===== src/rtl/tk_pkg.sv =====
package tk_pkg;

    typedef enum logic [2:0] {
        SEL_LD_SECS  = 3'd0,
        SEL_LD_TICKS = 3'd1,
        SEL_FLAGS    = 3'd2,
        SEL_IMMED    = 3'd3,
        SEL_TPS      = 3'd4
    } tk_sel_e;

    localparam int FLAG_POL_BIT = 0;
    localparam int FLAG_SRC_BIT = 1;

endpackage


===== src/rtl/tk_cfg_regs.sv =====
module tk_cfg_regs
    import tk_pkg::*;
#(
    parameter int          W         = 32,
    parameter int unsigned TPS_RESET = 1000
) (
    input  logic         clk,
    input  logic         rst_n,
    input  logic         we,
    input  logic [2:0]   sel,
    input  logic [W-1:0] wdata,
    input  logic         load_fire,
    output logic [W-1:0] ld_secs,
    output logic [W-1:0] ld_ticks,
    output logic [W-1:0] tps,
    output logic         pol_rise,
    output logic         src_link,
    output logic         immed,
    output logic         armed
);

    typedef struct packed {
        logic [W-1:0] ld_secs;
        logic [W-1:0] ld_ticks;
        logic [W-1:0] tps;
        logic         pol_rise;
        logic         src_link;
        logic         immed;
        logic         armed;
    } cfg_t;

    localparam cfg_t CFG_RST = '{ld_secs: '0, ld_ticks: '0, tps: W'(TPS_RESET),
                                 pol_rise: 1'b0, src_link: 1'b0, immed: 1'b0,
                                 armed: 1'b0};

    cfg_t s_d, s_q;

    always_comb begin
        s_d = s_q;
        if (load_fire) s_d.armed = 1'b0;
        if (we) begin
            case (sel)
                SEL_LD_SECS: begin
                    s_d.ld_secs = wdata;
                    s_d.armed   = 1'b1;
                end
                SEL_LD_TICKS: s_d.ld_ticks = wdata;
                SEL_FLAGS: begin
                    s_d.pol_rise = wdata[FLAG_POL_BIT];
                    s_d.src_link = wdata[FLAG_SRC_BIT];
                end
                SEL_IMMED: s_d.immed = wdata[0];
                SEL_TPS:   s_d.tps   = wdata;
                default: ;
            endcase
        end
    end

    always_ff @(posedge clk) begin
        if (!rst_n) s_q <= CFG_RST;
        else        s_q <= s_d;
    end

    assign ld_secs  = s_q.ld_secs;
    assign ld_ticks = s_q.ld_ticks;
    assign tps      = s_q.tps;
    assign pol_rise = s_q.pol_rise;
    assign src_link = s_q.src_link;
    assign immed    = s_q.immed;
    assign armed    = s_q.armed;

endmodule


===== src/rtl/tk_pps_detect.sv =====
module tk_pps_detect #(
    parameter int SYNC_STAGES = 2
) (
    input  logic clk,
    input  logic rst_n,
    input  logic pps_ext,
    input  logic pps_link,
    input  logic src_link,
    input  logic pol_rise,
    output logic evt
);

    localparam int LAST = SYNC_STAGES - 1;

    typedef struct packed {
        logic [SYNC_STAGES:0] shift;
    } det_t;

    det_t s_d, s_q;
    logic raw;
    logic cur_lvl, prev_lvl;

    always_comb begin
        raw       = src_link ? pps_link : pps_ext;
        s_d.shift = {s_q.shift[LAST:0], raw};
        cur_lvl   = s_q.shift[LAST];
        prev_lvl  = s_q.shift[SYNC_STAGES];
        evt       = pol_rise ? (cur_lvl & ~prev_lvl) : (~cur_lvl & prev_lvl);
    end

    always_ff @(posedge clk) begin
        if (!rst_n) s_q <= '0;
        else        s_q <= s_d;
    end

endmodule


===== src/rtl/tk_counter.sv =====
module tk_counter #(
    parameter int W = 32
) (
    input  logic         clk,
    input  logic         rst_n,
    input  logic [W-1:0] tps,
    input  logic         load_fire,
    input  logic [W-1:0] ld_secs,
    input  logic [W-1:0] ld_ticks,
    input  logic         pps_evt,
    output logic [W-1:0] now_secs,
    output logic [W-1:0] now_ticks,
    output logic [W-1:0] cap_secs,
    output logic [W-1:0] cap_ticks
);

    typedef struct packed {
        logic [W-1:0] now_secs;
        logic [W-1:0] now_ticks;
        logic [W-1:0] cap_secs;
        logic [W-1:0] cap_ticks;
    } cnt_t;

    cnt_t s_d, s_q;
    logic wrap;

    always_comb begin
        s_d  = s_q;
        wrap = (s_q.now_ticks >= (tps - W'(1)));
        if (pps_evt) begin
            s_d.cap_secs  = s_q.now_secs;
            s_d.cap_ticks = s_q.now_ticks;
        end
        if (load_fire) begin
            s_d.now_secs  = ld_secs;
            s_d.now_ticks = ld_ticks;
        end else if (wrap) begin
            s_d.now_ticks = '0;
            s_d.now_secs  = s_q.now_secs + W'(1);
        end else begin
            s_d.now_ticks = s_q.now_ticks + W'(1);
        end
    end

    always_ff @(posedge clk) begin
        if (!rst_n) s_q <= '0;
        else        s_q <= s_d;
    end

    assign now_secs  = s_q.now_secs;
    assign now_ticks = s_q.now_ticks;
    assign cap_secs  = s_q.cap_secs;
    assign cap_ticks = s_q.cap_ticks;

endmodule


===== src/rtl/pps_timekeeper.sv =====
module pps_timekeeper #(
    parameter int          W           = 32,
    parameter int unsigned TPS_RESET   = 1000,
    parameter int          SYNC_STAGES = 2
) (
    input  logic         clk,
    input  logic         rst_n,
    input  logic         cfg_we,
    input  logic [2:0]   cfg_sel,
    input  logic [W-1:0] cfg_wdata,
    input  logic         pps_ext,
    input  logic         pps_link,
    output logic [W-1:0] now_secs,
    output logic [W-1:0] now_ticks,
    output logic [W-1:0] pps_secs,
    output logic [W-1:0] pps_ticks
);

    logic [W-1:0] ld_secs_w, ld_ticks_w, tps_w;
    logic         pol_rise_w, src_link_w, immed_w, armed_w;
    logic         pps_evt, load_fire;

    assign load_fire = armed_w & (immed_w | pps_evt);

    tk_cfg_regs #(.W(W), .TPS_RESET(TPS_RESET)) u_cfg (
        .clk(clk), .rst_n(rst_n), .we(cfg_we), .sel(cfg_sel), .wdata(cfg_wdata),
        .load_fire(load_fire), .ld_secs(ld_secs_w), .ld_ticks(ld_ticks_w),
        .tps(tps_w), .pol_rise(pol_rise_w), .src_link(src_link_w),
        .immed(immed_w), .armed(armed_w)
    );

    tk_pps_detect #(.SYNC_STAGES(SYNC_STAGES)) u_det (
        .clk(clk), .rst_n(rst_n), .pps_ext(pps_ext), .pps_link(pps_link),
        .src_link(src_link_w), .pol_rise(pol_rise_w), .evt(pps_evt)
    );

    tk_counter #(.W(W)) u_cnt (
        .clk(clk), .rst_n(rst_n), .tps(tps_w), .load_fire(load_fire),
        .ld_secs(ld_secs_w), .ld_ticks(ld_ticks_w), .pps_evt(pps_evt),
        .now_secs(now_secs), .now_ticks(now_ticks),
        .cap_secs(pps_secs), .cap_ticks(pps_ticks)
    );

endmodule


===== config.mk =====
export PLATFORM = sky130hd
export DESIGN_NAME = pps_timekeeper
export DESIGN_NICKNAME = d
export VERILOG_FILES = /design/src/rtl/tk_pkg.sv /design/src/rtl/tk_cfg_regs.sv /design/src/rtl/tk_pps_detect.sv /design/src/rtl/tk_counter.sv /design/src/rtl/pps_timekeeper.sv
export SDC_FILE = /design/constraint.sdc
export NUM_CORES = 1
export LEC_CHECK = 0
export BUFFER_PORTS_ARGS = -buffer_cell sky130_fd_sc_hd__buf_2
export CORE_ASPECT_RATIO = 0.75
export CORE_MARGIN = 5
export CORE_UTILIZATION = 57
export DETAILED_ROUTE_END_ITERATION = 10
export PLACE_DENSITY = 0.79
export SLEW_MARGIN = 25
export SYNTH_ARGS = -nofsm -noshare
export SYNTH_HDL_FRONTEND = slang
export SYNTH_SLANG_ARGS = --single-unit
export TNS_END_PERCENT = 30

===== constraint.sdc =====
create_clock -name clk -period 6.6 [get_ports clk]
set_input_delay 1.32 -clock clk [delete_from_list [all_inputs] [get_ports clk]]
set_output_delay 1.32 -clock clk [all_outputs]
set_load 0.05 [all_outputs]

# Yosys cells after proc, flatten, opt, wreduce, memory -nomap -nowiden
# Cells that the tools add are included.
# word_totals
reg_bits,231
input_bits,40
output_inout_bits,128
elab_cells,41
# op_classes
addsub,3
magnitude_cmp,1
eq_ne,4
muxes,8
bitwise,6
n_reduce_logical,7
# ops
op,count
$add 32x1->32 const B,2
$mux 32,2
$mux 64,1
$ge 32x32->1,1
$sub 32x1->32 const B,1
$reduce_and 2->1,5
$eq 3x2->1 const B,2
$mux 1,5
$and 1x1->1,3
$eq 3x1->1 const B,1
$eq 3x3->1 const B,1
$logic_not 3->1,1
$not 1->1,2
$reduce_bool 2->1,1
$or 1x1->1,1

# Depth between registers and ports, before layout
# Gate-level depths: netlist of run 1.
# logic_depth
depth_word,8
ltp_mapped,18
depth_no_buf,16

# By module
# From an unflattened synthesis of run 1, not the netlist that was laid out.
# hier_totals
cells_unflattened,1201
area_unflattened_um2,10968.0
# by_module_without_submodules
mod,n_inst,cells_each,area_each_um2,seq_area_each_um2
tk_counter,1,819,6985.4,2562.5
tk_cfg_regs,1,371,3863.7,2001.9
tk_pps_detect,1,10,111.4,60.1
pps_timekeeper,1,1,7.5,0.0

# Worst setup path after synthesis of run 1
# Ideal clock, no wire load.
# synth_path
path_kind,reg-to-reg
start,"register u_cfg.s_q, in the netlist u_cfg.tps[2]"
end,"register u_cnt.s_q, in the netlist u_cnt.now_secs[27]"
setup_time_ps,116
t_arrival_ps,4876
path_slack_ps,1608
stages_incl_launch_ff,19
n_path_buf,3
synth_period_minus_slack_ps,4992
cell_sequence,dfxtp_1 or3_4 or4_4 or4_4 or3_4 or4_1 buf_2 nor4_4 xnor2_1 ha_1 a21o_1 a21o_1 a211oi_1 o211ai_1 a31oi_1 clkbuf_1 buf_1 a211oi_1 a31o_2
# synth_between
elab_chain_len,3
# synth_rtl
element,line,rtl
start: declaration,tk_cfg_regs.sv:36,"cfg_t s_d, s_q;"
start signal: assignment,tk_cfg_regs.sv:60,if (!rst_n) s_q <= CFG_RST;
start signal: assignment,tk_cfg_regs.sv:61,else s_q <= s_d;
$sub 32x1->32,tk_counter.sv:29,wrap = (s_q.now_ticks >= (tps - W'(1)));
$ge 32x32->1,tk_counter.sv:29,
$reduce_bool 2->1 (no line),--,
end signal: assignment,tk_counter.sv:46,if (!rst_n) s_q <= '0;
end signal: assignment,tk_counter.sv:47,else s_q <= s_d;
end: declaration,tk_counter.sv:24,"cnt_t s_d, s_q;"
# No other way between the ends.
# A chain may end at the register's enable or synchronous reset.

# Worst setup path after layout of run 1
# layout_path
start,"register u_cfg.s_q, in the netlist u_cfg.tps[2]"
end,"register u_cnt.s_q, in the netlist u_cnt.now_secs[22]"
# Same word-level chain as after synthesis.

==> impl_metrics.env, run 1 <==
export IMPL_run_status="completed"
export IMPL_post_detailed_route_drc_marker_count=0
export IMPL_globalRouteTotalUtil_pct=25.8
export IMPL_grt_pass1_vias=8987
export IMPL_ctsHoldBuffers=0
export IMPL_dr_pass1_iters=6
export IMPL_period_minus_slack_ns=5.41
export IMPL_worstHoldStart="u_det.s_q[0]"
export IMPL_postSynthAreaPerCell_um2=8.11
export IMPL_r2r_worst_path_cells=16
export IMPL_fin_skew_ns=0.00726
export IMPL_post_cts_setup_buffers=0
export IMPL_clock_transition_time_at_the_flip_flop_clock_pins_of_the_worst_setup_and_hold_paths_ns=0.06
export IMPL_critical_path_n_buffers_inverters=1
export IMPL_die_y_um=131
export IMPL_regToRegStartpoint="u_cfg.tps[2]"
export IMPL_postSynthRegisterBits=231
export IMPL_crit_path_max_incr_delay_ns=0.57
export IMPL_synth_edff_count=0
export IMPL_finalNetCount=1550
export IMPL_synthDistinctLibCells=52
export IMPL_synthXorXnorAreaFrac_pct=5.70
export IMPL_post_synth_fa_ha_maj_area_fraction_pct=3.96
export IMPL_totalNegativeSetupSlack_ns=0
export IMPL_layout_commonest_cell="sky130_fd_sc_hd__nand2_1"
export IMPL_grt_first_pass_wirelength_um=47300
export IMPL_cp_cell_sequence="or3_4 > or4_4 > or4_4 > or3_4 > or4_1 > nor4_4 > xnor2_1 > ha_1 > a21o_1 > a21o_1 > a211oi_1 > o211ai_1 > a31oi_4 > buf_4 > nor2_1 > o221a_2"
export IMPL_maxCapViolCount=0
export IMPL_warning_count_from_the_yosys_run=0
export IMPL_drt_iter0_drc=877
export IMPL_timing_setup_critical_path_class="reg2reg"
export IMPL_post_dp_hpwl_um=20500
export IMPL_post_drt_wl_per_cell_um=17.2
export IMPL_pin_count_of_the_biggest_net_entering_global_routing=163
export IMPL_hp_class="reg2reg"
export IMPL_setup_viol_count_final=0
export IMPL_post_route_util_pct=66.3
export IMPL_detailedPlace_worstSlack_ns=1.26
export IMPL_numPortBuffers=167
export IMPL_setup_ws_ns=1.19
export IMPL_worst_pin_slew_ns=0.977
export IMPL_numCtsBuffers=22
export IMPL_root_buffer="sky130_fd_sc_hd__clkbuf_16"
export IMPL_finalCritPeriodShare_pct=82.0
export IMPL_drive_above_1_share_pct=16.2
export IMPL_timing_critical_path_max_delay_family="simple AND/OR/NAND/NOR gates"
export IMPL_final_slew_violations=0
export IMPL_layout_cells_most_common_list="sky130_fd_sc_hd__nand2_1, sky130_fd_sc_hd__dfxtp_1, sky130_fd_sc_hd__buf_2"
export IMPL_worstSkewPairLatency_ns=0.50
export IMPL_maximum_buffer_depth_of_the_clock_tree=3
export IMPL_floorplan_initialDensity_pct=57.6
export IMPL_synth_top_cell_by_area="sky130_fd_sc_hd__dfxtp_1"
export IMPL_critical_path_slowest_cell="sky130_fd_sc_hd__or4_1"
export IMPL_seq_area_frac_synth_pct=41.8
export IMPL_core_um2=19200
export IMPL_synth_top_family_by_area="simple AND/OR/NAND/NOR gates"
export IMPL_timing_fmax_ghz=0.185
export IMPL_rows=44
export IMPL_post_route_standard_cell_area_excluding_fillers_um2=12700
export IMPL_post_synth_instance_area_um2=11100
export IMPL_report_final_hold_viol_count=0
export IMPL_synthSimpleGateAreaFrac_pct=25.7
export IMPL_placed_cell_area_um2=12000
export IMPL_netlist_instances=1363
export IMPL_slew_headroom_pct=34.9
export IMPL_routabilityCongestion=0.916
export IMPL_floorplan_die_width_um=171
export IMPL_die_area_um2=22300
export IMPL_post_cts_resized=0
export IMPL_num_antenna_cells=0
export IMPL_synth_nets=1438
export IMPL_grt_ovfl_total=0
export IMPL_end_kind="flip-flop"
export IMPL_ir_drop_uv=200
export IMPL_area_growth_synth_to_final_pct=15.3
export IMPL_tritoncts_clock_tree="built"
export IMPL_r2r_end="u_cnt.now_secs[22]"
export IMPL_grt_setup_unrepaired="no"
export IMPL_yosys_area_top_type_share_pct=41.8
export IMPL_antenna_found_initial=1
export IMPL_critPathArrivalTime_ns=5.81
export IMPL_routed_wl_um=30000
export IMPL_synth_compound_area_share_pct=19.2
export IMPL_pwr_cell_area_nw_per_um2=225
export IMPL_finalHoldWorstSlack_ns=0.433
export IMPL_htree_num_levels=1
export IMPL_synthArstFlopShare_pct=0
export IMPL_clock_sinks=231
export IMPL_ys_flop_type="sky130_fd_sc_hd__dfxtp_1"
export IMPL_cp_required_ns=6.99
export IMPL_route_vias_total=9993
export IMPL_ff2ff_setup_slack_ns=1.19
export IMPL_detail_route_vias_per_cell=5.73
export IMPL_hold_end="u_det.s_q[1]"
export IMPL_min_delay_path_depth=1
export IMPL_ioPinCount=168
export IMPL_path_max_fanout=68
export IMPL_synth_area_mux_share_pct=0.362
export IMPL_static_leakage_power_nw=4.78
export IMPL_startpoint_type_of_the_worst_setup_path="flip-flop"
export IMPL_ant_nets=0
export IMPL_synthTopCellsByArea="sky130_fd_sc_hd__dfxtp_1, sky130_fd_sc_hd__nand2_1, sky130_fd_sc_hd__a21boi_0"
==> metal layers <==
metal  global-route usage [%]  wire length (µm)  vias to the layer above
li1                         -                 -                     4866
met1                     37.1             13900                     4757
met2                     40.0             13200                      319
met3                     6.08              2270                       49
met4                     5.68               608                        2
met5                        0                20                        -
==> worst max-delay path by stage <==
stage / from / end / slack, ns / cells past startpoint
2_1_floorplan: u_cfg.tps[2] / u_cnt.now_secs[27] / 1.61 / 18
3_3_place_gp: u_cfg.tps[2] / u_cnt.now_secs[22] / 1.41 / 16
3_5_place_dp: u_cfg.tps[2] / u_cnt.now_secs[22] / 1.26 / 16
4_1_cts: u_cfg.tps[2] / u_cnt.now_secs[22] / 1.20 / 16
5_1_grt: u_cfg.tps[2] / u_cnt.now_secs[2] / 0.94 / 16
6_report: u_cfg.tps[2] / u_cnt.now_secs[22] / 1.19 / 16
==> sequential cells by signal, indices dropped and copies added, names as in the netlist <==
signal and cells:
u_cfg.armed 1, u_cfg.immed 1, u_cfg.ld_secs 32, u_cfg.ld_ticks 32
u_cfg.pol_rise 1, u_cfg.src_link 1, u_cfg.tps 32, u_cnt.cap_secs 32
u_cnt.cap_ticks 32, u_cnt.now_secs 32, u_cnt.now_ticks 32, u_det.s_q 3
==> metrics by stage <==
step / cells / total power, mW
finish: 1744 / 2.86
detailed placement: 1704 / 1.60
floorplan: 1363 / 1.54
global route: 1744 / 2.96
global placement: 1703 / 1.60
CTS: 1744 / 2.88
==> cells by family (layout without fill, tap and decap cells) <==
kind of cell / after synthesis / count (layout)
simple gates: 629 / 629
compound gates: 294 / 294
flops: 231 / 231
buf+inv: 98 / 226
xor+xnor: 72 / 72
fa+ha+maj: 35 / 35
mux: 4 / 4
==> cell type report <==
type | count | area, µm²
fillers | 1643 | 6470
multi-input cells | 1034 | 6110
flip-flops and latches | 231 | 4620
repair buffers | 176 | 917
clock buffers | 35 | 661
well taps | 253 | 317
clock inverters | 5 | 77.6
inverters | 10 | 37.5
==> synth_stat cells, types with 5 or more instances <==
| cell | number |
|---|---|
| sky130_fd_sc_hd__a211oi_1 | 5 |
| sky130_fd_sc_hd__a21boi_0 | 165 |
| sky130_fd_sc_hd__a21oi_1 | 27 |
| sky130_fd_sc_hd__a22oi_1 | 28 |
| sky130_fd_sc_hd__and2_1 | 7 |
| sky130_fd_sc_hd__and3_1 | 5 |
| sky130_fd_sc_hd__and4_1 | 9 |
| sky130_fd_sc_hd__buf_1 | 9 |
| sky130_fd_sc_hd__clkbuf_1 | 78 |
| sky130_fd_sc_hd__dfxtp_1 | 231 |
| sky130_fd_sc_hd__ha_1 | 35 |
| sky130_fd_sc_hd__inv_1 | 10 |
| sky130_fd_sc_hd__nand2_1 | 396 |
| sky130_fd_sc_hd__nand3_1 | 42 |
| sky130_fd_sc_hd__nand4_1 | 17 |
| sky130_fd_sc_hd__nor2_1 | 56 |
| sky130_fd_sc_hd__nor2b_1 | 36 |
| sky130_fd_sc_hd__nor3_1 | 21 |
| sky130_fd_sc_hd__nor4_1 | 7 |
| sky130_fd_sc_hd__o21ai_0 | 16 |
| sky130_fd_sc_hd__o221a_2 | 7 |
| sky130_fd_sc_hd__o22ai_1 | 9 |
| sky130_fd_sc_hd__o31ai_1 | 16 |
| sky130_fd_sc_hd__or3_1 | 5 |
| sky130_fd_sc_hd__or4_1 | 5 |
| sky130_fd_sc_hd__xnor2_1 | 49 |
| sky130_fd_sc_hd__xor2_1 | 23 |
==> power breakdown <==
part,internal (mW),switching (mW)
clock,0.765,0.527
sequential,1.41,0.0158
combinational,0.0513,0.0941
No activity file was read; power rests on OpenSTA's default activity.
==> run 2: changes to the inputs <==
--- a/config.mk
+++ b/config.mk
@@ -8,9 +8,9 @@
 export BUFFER_PORTS_ARGS = -buffer_cell sky130_fd_sc_hd__buf_2
 export CORE_ASPECT_RATIO = 0.75
 export CORE_MARGIN = 5
-export CORE_UTILIZATION = 57
+export CORE_UTILIZATION = 52
 export DETAILED_ROUTE_END_ITERATION = 10
-export PLACE_DENSITY = 0.79
+export PLACE_DENSITY = 0.76
 export SLEW_MARGIN = 25
 export SYNTH_ARGS = -nofsm -noshare
 export SYNTH_HDL_FRONTEND = slang
==> constraint.sdc (replaced) <==
create_clock -name clk -period 4.4 [get_ports clk]
set_input_delay 0.88 -clock clk [delete_from_list [all_inputs] [get_ports clk]]
set_output_delay 0.88 -clock clk [all_outputs]
set_load 0.05 [all_outputs]
==> run 2 against run 1 <==
Net effect: largest power group unchanged; first-iteration DRC count decreased by 2.4%; critical path type unchanged; clock skew grew 0.0036 ns; highest routed layer unchanged; hold slack better by 0.014 ns; routed wire length up 3.8%; the run now ends with negative setup slack left.
==> impl_metrics.env, run 2 (synthesized netlist as in run 1, its figures left out) <==
export IMPL_run_status="finished, violations left"
export IMPL_failed_checks="negative setup slack"
export IMPL_totalNegativeSetupSlack_ns=-11.81
export IMPL_dr_pass1_iters=5
export IMPL_finalNetCount=1591
export IMPL_post_drt_wl_per_cell_um=17.1
export IMPL_clock_sinks=231
export IMPL_report_final_hold_viol_count=0
export IMPL_finalHoldWorstSlack_ns=0.447
export IMPL_setup_viol_count_final=64
export IMPL_numCtsBuffers=24
export IMPL_grt_pass1_vias=9489
export IMPL_period_minus_slack_ns=4.76
export IMPL_end_kind="flip-flop"
export IMPL_cp_required_ns=4.86
export IMPL_maxCapViolCount=0
export IMPL_floorplan_initialDensity_pct=52.6
export IMPL_finalCritPeriodShare_pct=108
export IMPL_worstSkewPairLatency_ns=0.52
export IMPL_tritoncts_clock_tree="built"
export IMPL_grt_setup_unrepaired="yes"
export IMPL_switching_share_pct=22.7
export IMPL_static_leakage_power_nw=5.11
export IMPL_placed_cell_area_um2=12400
export IMPL_route_vias_total=10200
export IMPL_post_detailed_route_drc_marker_count=0
export IMPL_r2r_worst_path_cells=17
export IMPL_die_area_um2=24300
export IMPL_ir_drop_uv=316
export IMPL_power_combinational_fraction_pct=5.3
export IMPL_num_antenna_cells=0
export IMPL_drt_iter0_drc=856
export IMPL_path_max_fanout=22
export IMPL_power_sequential_fraction_pct=47.4
export IMPL_routed_wl_um=31200
export IMPL_maximum_buffer_depth_of_the_clock_tree=3
export IMPL_pin_count_of_the_biggest_net_entering_global_routing=99
export IMPL_area_growth_synth_to_final_pct=21.7
export IMPL_detail_route_vias_per_cell=5.58
export IMPL_detailedPlace_worstSlack_ns=-0.297
export IMPL_ctsHoldBuffers=0
export IMPL_post_route_util_pct=64.1
export IMPL_drive_above_1_share_pct=20.3
export IMPL_dp_cells=1773
export IMPL_startpoint_type_of_the_worst_setup_path="flip-flop"
export IMPL_layout_commonest_cell="sky130_fd_sc_hd__nand2_1"
export IMPL_floorplan_die_width_um=178
export IMPL_grt_ovfl_total=0
export IMPL_fin_skew_ns=0.0109
export IMPL_ioPinCount=168
export IMPL_hp_class="reg2reg"
export IMPL_htree_num_levels=1
export IMPL_switching_power_mw=1.03
export IMPL_globalRouteTotalUtil_pct=24.7
export IMPL_worst_pin_slew_ns=0.917
export IMPL_layout_cells_most_common_list="sky130_fd_sc_hd__nand2_1, sky130_fd_sc_hd__dfxtp_1, sky130_fd_sc_hd__buf_2"
export IMPL_stdcell_count=1822
export IMPL_root_buffer="sky130_fd_sc_hd__clkbuf_16"
export IMPL_die_y_um=136
export IMPL_numPortBuffers=167
export IMPL_min_delay_path_depth=1
export IMPL_ant_nets=0
export IMPL_post_dp_hpwl_um=21600
export IMPL_antenna_found_initial=1
export IMPL_layout_filler_cells=1822
export IMPL_setup_ws_ns=-0.363
export IMPL_clock_transition_time_at_the_flip_flop_clock_pins_of_the_worst_setup_and_hold_paths_ns=0.06
export IMPL_timing_setup_critical_path_class="reg2reg"
export IMPL_critPathArrivalTime_ns=5.22
export IMPL_core_um2=21000
export IMPL_pwr_cell_area_nw_per_um2=335
export IMPL_timing_fmax_ghz=0.210
export IMPL_total_chip_power_mw=4.51
export IMPL_final_slew_violations=0
export IMPL_p_clk_share_pct=47.4
export IMPL_grt_first_pass_wirelength_um=49200
export IMPL_cell_internal_power_dissipation_mw=3.49
export IMPL_post_route_standard_cell_area_excluding_fillers_um2=13500
export IMPL_rows=46
export IMPL_routabilityCongestion=0.879
export IMPL_slew_headroom_pct=38.7
## run 2: changes by cell type in the layout (fill, tap and decap cells not counted), sizes merged
cell,delta
clkbuf,+2
buf,+35
bufinv,+1
clkinv,+4
clkinvlp,+1
## run 2: power groups by stage
| stage | logic (mW) | clock network [mW] | registers, mW |
|---|---|---|---|
| 2_1_floorplan | 0.128 | 0 | 2.19 |
| 3_3_place_gp | 0.223 | 0 | 2.18 |
| 3_5_place_dp | 0.226 | 0 | 2.18 |
| 4_1_cts | 0.229 | 2.17 | 2.14 |
| 5_1_grt | 0.258 | 2.26 | 2.14 |
| 6_report | 0.238 | 2.14 | 2.14 |
## run 2: critical path: stages, from the launching register on
cell and delay [ns]:
sky130_fd_sc_hd__dfxtp_2 0.32, sky130_fd_sc_hd__or3_4 0.39, sky130_fd_sc_hd__or4_4 0.42, sky130_fd_sc_hd__or4_4 0.43, sky130_fd_sc_hd__or3_4 0.36, sky130_fd_sc_hd__or4_4 0.48
sky130_fd_sc_hd__buf_4 0.17, sky130_fd_sc_hd__xor2_1 0.15, sky130_fd_sc_hd__ha_1 0.33, sky130_fd_sc_hd__nand2_1 0.06, sky130_fd_sc_hd__o21a_1 0.17, sky130_fd_sc_hd__o211a_1 0.21
sky130_fd_sc_hd__o211ai_1 0.27, sky130_fd_sc_hd__a31oi_4 0.08, sky130_fd_sc_hd__buf_12 0.16, sky130_fd_sc_hd__clkbuf_16 0.18, sky130_fd_sc_hd__or3_1 0.37, sky130_fd_sc_hd__a21boi_1 0.14
## run 2: final timing paths
path | start | to | slack (ns)
worst max-delay path | u_cfg.tps[2] | u_cnt.now_secs[7] | -0.36
worst min-delay path | u_det.s_q[0] | u_det.s_q[1] | 0.45
worst max register to register | u_cfg.tps[2] | u_cnt.now_secs[7] | -0.36
worst min register to register | u_det.s_q[0] | u_det.s_q[1] | 0.45
## run 2: layout make-up
cell class | count | area (µm²) | area share (%)
Tap cell | 288 | 360 | 2.68
Timing Repair Buffer | 215 | 1370 | 10.2
Inverter | 10 | 37.5 | 0.279
Sequential cell | 231 | 4630 | 34.4
Clock inverter | 11 | 135 | 1.00
Clock buffer | 33 | 696 | 5.17
Multi-Input combinational cell | 1034 | 6240 | 46.3
## run 2: metal layers
layer | part of all wire [%] | global-route usage (%) | up-vias
met5 | 0.042 | 0 | -
met4 | 2.6 | 6.56 | 2
met1 | 47 | 36.4 | 4792
met3 | 8.3 | 4.48 | 66
met2 | 42 | 37.2 | 361
li1 | - | - | 4950
## run 2: what timing repair did
item / 4_1_cts / 5_1_grt
pin swaps: 0 / 13
gates cloned: 0 / 4
setup buffers: 0 / 1
gates resized for setup: 11 / 28
setup endpoints to repair: 64 / 64
